$ cat config.mk
export PLATFORM = sky130hd
export DESIGN_NAME = sclk_gate_div
export DESIGN_NICKNAME = d
export VERILOG_FILES = /design/src/rtl/sclk_div_pkg.sv /design/src/rtl/sclk_rst_sync.sv /design/src/rtl/sclk_half_cnt.sv /design/src/rtl/sclk_gate_ctrl.sv /design/src/rtl/sclk_gate_div.sv
export SDC_FILE = /design/constraint.sdc
export NUM_CORES = 1
export LEC_CHECK = 0
export BUFFER_PORTS_ARGS = -buffer_cell sky130_fd_sc_hd__buf_2
export CORE_AREA = 4 4 41 43
export CTS_CLUSTER_DIAMETER = 60
export DETAILED_ROUTE_END_ITERATION = 16
export DIE_AREA = 0 0 45 47
export PLACE_DENSITY_LB_ADDON = 0.15
export SYNTH_ARGS = -nofsm -noshare
export SYNTH_HDL_FRONTEND = slang
export SYNTH_SLANG_ARGS = --single-unit
$ cat constraint.sdc
create_clock -name clk -period 0.8 [get_ports clk]
set_input_delay 0.12 -clock clk [delete_from_list [all_inputs] [get_ports clk]]
set_output_delay 0.12 -clock clk [all_outputs]
set_load 0.01 [all_outputs]
$ cat src/rtl/sclk_div_pkg.sv
package sclk_div_pkg;

  // Gate state: the clock is either halted low or running
  typedef enum logic {
    GATE_HALT = 1'b0,
    GATE_RUN  = 1'b1
  } gate_st_e;

endpackage

$ cat src/rtl/sclk_rst_sync.sv
module sclk_rst_sync #(
  parameter int STAGES = 2
) (
  input  logic clk,
  input  logic rst_n,
  output logic rst_sync_n
);

  logic [STAGES-1:0] sync_q;
  logic [STAGES-1:0] sync_d;

  // Shift a one in from the bottom; each stage reloads the one below it
  assign sync_d[0] = 1'b1;
  for (genvar g = 1; g < STAGES; g++) begin : g_stage
    assign sync_d[g] = sync_q[g-1];
  end

  always_ff @(posedge clk or negedge rst_n) begin
    if (!rst_n) sync_q <= '0;
    else        sync_q <= sync_d;
  end

  assign rst_sync_n = sync_q[STAGES-1];

endmodule

$ cat src/rtl/sclk_half_cnt.sv
module sclk_half_cnt #(
  parameter int CNT_W = 3
) (
  input  logic             clk,
  input  logic             rst_n,
  input  logic             cnt_en,
  input  logic [CNT_W-1:0] limit,
  output logic             tick,
  output logic             at_zero
);

  logic [CNT_W-1:0] cnt_q;
  logic [CNT_W-1:0] cnt_d;
  logic             at_limit;

  assign at_limit = (cnt_q == limit);
  assign at_zero  = (cnt_q == '0);
  assign tick     = cnt_en & at_limit;

  always_comb begin
    cnt_d = cnt_q;
    if (!cnt_en)       cnt_d = '0;
    else if (at_limit) cnt_d = '0;
    else               cnt_d = cnt_q + 1'b1;
  end

  always_ff @(posedge clk or negedge rst_n) begin
    if (!rst_n) cnt_q <= '0;
    else        cnt_q <= cnt_d;
  end

endmodule

$ cat src/rtl/sclk_gate_ctrl.sv
module sclk_gate_ctrl
  import sclk_div_pkg::*;
#(
  parameter int CODE_W = 2
) (
  input  logic              clk,
  input  logic              rst_n,
  input  logic              run_en,
  input  logic [CODE_W-1:0] div_sel,
  input  logic              sclk_lvl,
  input  logic              cnt_zero,
  output logic              cnt_en,
  output logic              halted,
  output logic [CODE_W-1:0] code
);

  gate_st_e          st_q, st_d;
  logic [CODE_W-1:0] code_q, code_d;
  logic              start_now;
  logic              stop_now;

  // Restart samples the divide code; stop only at a low period boundary
  assign start_now = (st_q == GATE_HALT) & run_en;
  assign stop_now  = (st_q == GATE_RUN) & ~run_en & ~sclk_lvl & cnt_zero;

  always_comb begin
    st_d   = st_q;
    code_d = code_q;
    if (start_now) begin
      st_d   = GATE_RUN;
      code_d = div_sel;
    end else if (stop_now) begin
      st_d   = GATE_HALT;
    end
  end

  always_ff @(posedge clk or negedge rst_n) begin
    if (!rst_n) begin
      st_q   <= GATE_HALT;
      code_q <= '0;
    end else begin
      st_q   <= st_d;
      code_q <= code_d;
    end
  end

  assign cnt_en = (st_q == GATE_RUN) & ~stop_now;
  assign halted = (st_q == GATE_HALT);
  assign code   = code_q;

endmodule

$ cat src/rtl/sclk_gate_div.sv
module sclk_gate_div #(
  parameter int CODE_W      = 2,
  parameter int SYNC_STAGES = 2
) (
  input  logic              clk,
  input  logic              rst_n,
  input  logic [CODE_W-1:0] div_sel,
  input  logic              run_en,
  input  logic              eng_busy,
  output logic              sclk,
  output logic              rise_stb,
  output logic              fall_stb,
  output logic              clk_stopped,
  output logic              eng_idle
);

  // Largest half-period is 2^(2^CODE_W - 1); the counter holds that minus one
  localparam int CNT_W = (1 << CODE_W) - 1;

  logic              rst_sync_n;
  logic              cnt_en;
  logic              tick;
  logic              cnt_zero;
  logic              halted;
  logic [CODE_W-1:0] act_code;
  logic [CNT_W:0]    span;
  logic [CNT_W:0]    span_m1;
  logic [CNT_W-1:0]  limit;

  logic sclk_q, sclk_d;
  logic rise_q, rise_d;
  logic fall_q, fall_d;
  logic idle_q, idle_d;

  sclk_rst_sync #(.STAGES(SYNC_STAGES)) i_rst_sync (
    .clk        (clk),
    .rst_n      (rst_n),
    .rst_sync_n (rst_sync_n)
  );

  sclk_gate_ctrl #(.CODE_W(CODE_W)) i_gate_ctrl (
    .clk      (clk),
    .rst_n    (rst_sync_n),
    .run_en   (run_en),
    .div_sel  (div_sel),
    .sclk_lvl (sclk_q),
    .cnt_zero (cnt_zero),
    .cnt_en   (cnt_en),
    .halted   (halted),
    .code     (act_code)
  );

  // Half-period length minus one, from the latched code
  assign span    = {{CNT_W{1'b0}}, 1'b1} << act_code;
  assign span_m1 = span - {{CNT_W{1'b0}}, 1'b1};
  assign limit   = span_m1[CNT_W-1:0];

  sclk_half_cnt #(.CNT_W(CNT_W)) i_half_cnt (
    .clk     (clk),
    .rst_n   (rst_sync_n),
    .cnt_en  (cnt_en),
    .limit   (limit),
    .tick    (tick),
    .at_zero (cnt_zero)
  );

  // Output stage: toggle on each half-period tick, strobe the new level
  always_comb begin
    sclk_d = tick ? ~sclk_q : sclk_q;
    rise_d = tick & ~sclk_q;
    fall_d = tick & sclk_q;
    idle_d = ~eng_busy;
  end

  always_ff @(posedge clk or negedge rst_sync_n) begin
    if (!rst_sync_n) begin
      sclk_q <= 1'b0;
      rise_q <= 1'b0;
      fall_q <= 1'b0;
      idle_q <= 1'b1;
    end else begin
      sclk_q <= sclk_d;
      rise_q <= rise_d;
      fall_q <= fall_d;
      idle_q <= idle_d;
    end
  end

  assign sclk        = sclk_q;
  assign rise_stb    = rise_q;
  assign fall_stb    = fall_q;
  assign clk_stopped = halted;
  assign eng_idle    = idle_q;

endmodule

==> results.md <==
* Kind of critical path: register to register
* Total gr overflow at 0
* Maximum buffer depth of the clock tree at 2
* Slowest cell delay on critical path at 0.43 ns
* R2r worst-path depth at 4
* Fraction of layout cells with a size suffix above 1 at 63.6%
* Vias in the first global route at 414
* Worst Setup Start Kind: register
* Routed Antenna Nets at 0
* Final instance area at 807 sq um
* Filler Cell Count at 110
* GR Layer Usage met3 at approximately 3.8%
* YS warnings at 0
* Compound-Gate Fraction of Synth Area at 7.88%
* Fmax at 0.735 GHz
* Post-placement cell count at 72
* Setup crit end kind: register
* Worst reg2reg endpoint: fall_stb
* Critical path data arrival time at roughly 1.5 ns
* Number of DRC markers in iteration 0 at 2
* Clk pin slew, worst setup/hold paths at 0.08 ns
* Ys async rst share at 100%
* Post-Synth Simple-Gate Area at about an eighth
* Routability Congestion at between 0.7 and 0.8
* Post-synth EDFFs at 0
* Rows at 13
* Fin nets at 75
* Cells after Synth at 40
* Reg area at 304 sq um
* Commonest non-fill, non-tap cell in the layout: dfrtp_1
* FF+latch count, synth at 12
* Top Ports at 11
* DP Area at about 660 sq um
* Critical Path Fanout Max at 4
* PwrDens at 3880 nW/um^2
* Yosys cell types at 17
* Met1 track demand over resource at around 15%
* Synth Cell Area at 508 sq um
* Final Non-Filler Cells at 81
* RR Startpoint: i_gate_ctrl.code[0]
* Detailed placement HPWL at 801 microns
* CP max-delay cell: dfrtp_1
* Largest family of logic cells by synthesized area: simple AND/OR/NAND/NOR gates
* Worst Path Required at ~0.97 ns
* # diodes at 0
* Area delta synth->final at 58.9%
* Largest net degree at the start of global routing at 11
* Worst vdd ir at between 2 and 2.5 mV
* Clock Sinks at 12
* Antenna violations before repair at 0
* MaxCap Viol Count at 0
* Max-slew violations at 0
* Hold WS at 0.0699 ns
* Die H at 47 microns
* DR vias/cell at 4.65
* Drc violations at 0
* TritonRoute pass-1 iters at 4
* Most frequent cells in the layout: dfrtp_1, buf_2, buf_4
* End-of-flow core utilization at ~62%
* Final Cycle Share at 170%
* Port bufs at 10
* Internal reg-to-reg setup slack at -0.56 ns
* Setup violations, final at 14
* Hold Path Class: input port to register
* Post-synthesis sequential area ratio at 59.4%
* Top FF cell, synth: dfrtp_1
* Crit path time final at 1.36 ns
* CTS tree: built
* Hold Crit Depth at 2
* Core ar. at 1300 sq um
* Routed wire length at roughly 1.1 mm
* Setup crit end: fall_stb
* Cts bufs inserted at 3
* Leak pwr at 0.386 nW
* H-tree Lvls at 1
* WL per Instance at 13.2 microns
* Die area at between 2000 and 2500 sq um
* Die width at 45 microns
* Worst-skew pair later-pin latency at 0.27 ns
* Root Buffer: clkbuf_4
* Met2 Usage GRT at 20.6%
* Skew final at 0.00359 ns
* Global-route wire length before repair at about 1.8 mm
* Multi-input logic area at 246 sq um
* Gr busiest metal: met2
* Post-synth net total at 48
* Final hold violations at 0
* Mean Syn Cell Area at 12.7 sq um
* GRT Util Overall at 12.4%
* Crit-path cells: nor4b_2 > a311o_1 > and2_4 > and3_1
* XOR/XNOR share of the synthesized area at 5.17%
* Routed via count at ~380
* Multiplexer area fraction after synthesis at about 4.4%
* Initial core utilization at approximately two fifths
* Failing checks: setup timing
* Outcome: finished with violations
* RSZ-0062 raised after global routing: yes
* Final worst slack at -0.560 ns
* CP Launch Point: i_gate_ctrl.code[0]
* Synthesized-area fraction occupied by adder cells at 4.93%
Yosys cell counts (all sizes together), types with 2 or more instances:
library cell  instances  share of area, %
dfrtp                11                54
ha                    2               4.9
inv                   7               5.2
mux2                  2               4.4
nor2                  3               2.2
nor3                  2               3.9
o41ai                 2               4.9
xnor2                 3               5.2
metrics by stage:
stage | setup slack [ns] | TNS [ns] | total power [mW]
2_1_floorplan | -0.516 | -3.51 | 1.71
3_5_place_dp | -0.582 | -4.08 | 2.21
5_1_grt | -0.640 | -5.68 | 3.33
6_report | -0.560 | -4.98 | 3.13
3_3_place_gp | -0.531 | -3.88 | 2.17
4_1_cts | -0.580 | -4.96 | 2.98
registers in the layout, summed over array words and instances (netlist names):
| name | cells |
|---|---|
| eng_idle | 1 |
| sclk | 1 |
| i_gate_ctrl.code | 2 |
| fall_stb | 1 |
| i_rst_sync.sync_q | 2 |
| rise_stb | 1 |
| i_half_cnt.cnt_q | 3 |
| i_gate_ctrl.st_q | 1 |
kinds of logic (layout without fill, tap and decap cells):
logic type	count (synthesis)	in the layout
simple gates	9	9
buf+inv	7	33
xor+xnor	3	3
mux	2	2
other cells	1	1
fa+ha+maj	2	2
compound gates	4	4
flops	12	12
layer usage:
layer / part of all wire [%] / vias to the layer above
li1: - / 183
met1: 44 / 182
met2: 50 / 9
met3: 3.7 / 3
met4: 1.9 / 0
met5: 0 / -
how the worst min path moves through the flow:
| stage | start | end | slack [ns] |
|---|---|---|---|
| 2_1_floorplan | rst_n | i_rst_sync.sync_q[0] | -0.18 |
| 6_report | div_sel[1] | i_gate_ctrl.code[1] | 0.07 |
| 3_3_place_gp | rst_n | i_rst_sync.sync_q[1] | -0.1 |
| 4_1_cts | div_sel[1] | i_gate_ctrl.code[1] | 0.07 |
| 3_5_place_dp | rst_n | i_rst_sync.sync_q[1] | -0.09 |
| 5_1_grt | div_sel[1] | i_gate_ctrl.code[1] | 0.06 |
area by class of cell:
cell class / count / share of cell area, %
inverters: 7 / 3.26
clock buffers: 4 / 4.50
flip-flops and latches: 12 / 37.7
well taps: 15 / 2.33
repair buffers: 22 / 21.7
multi-input cells: 21 / 30.5
what timing repair did:
item | 4_1_cts | 5_1_grt
cloned | 0 | 0
setup buffers | 0 | 4
hold buffers | 2 | 0
hold endpoints to repair | 3 | 0
endpoints found under the setup margin | 14 | 14
pin swaps | 1 | 2
resized for setup | 14 | 4
critical path: cells and delay by family (launching register included):
family,cells,cell delay (ns)
and+or+nand+nor,3,0.49
AOI/OAI and AO/OA,1,0.34
DFF,1,0.43
power breakdown:
| group | switching [mW] | internal [mW] |
|---|---|---|
| sequential | 0.235 | 0.806 |
| combinational | 0.628 | 0.979 |
| clock | 0.206 | 0.277 |
| total | 1.07 | 2.06 |
Note: power is estimated with default switching activity, not from simulation.
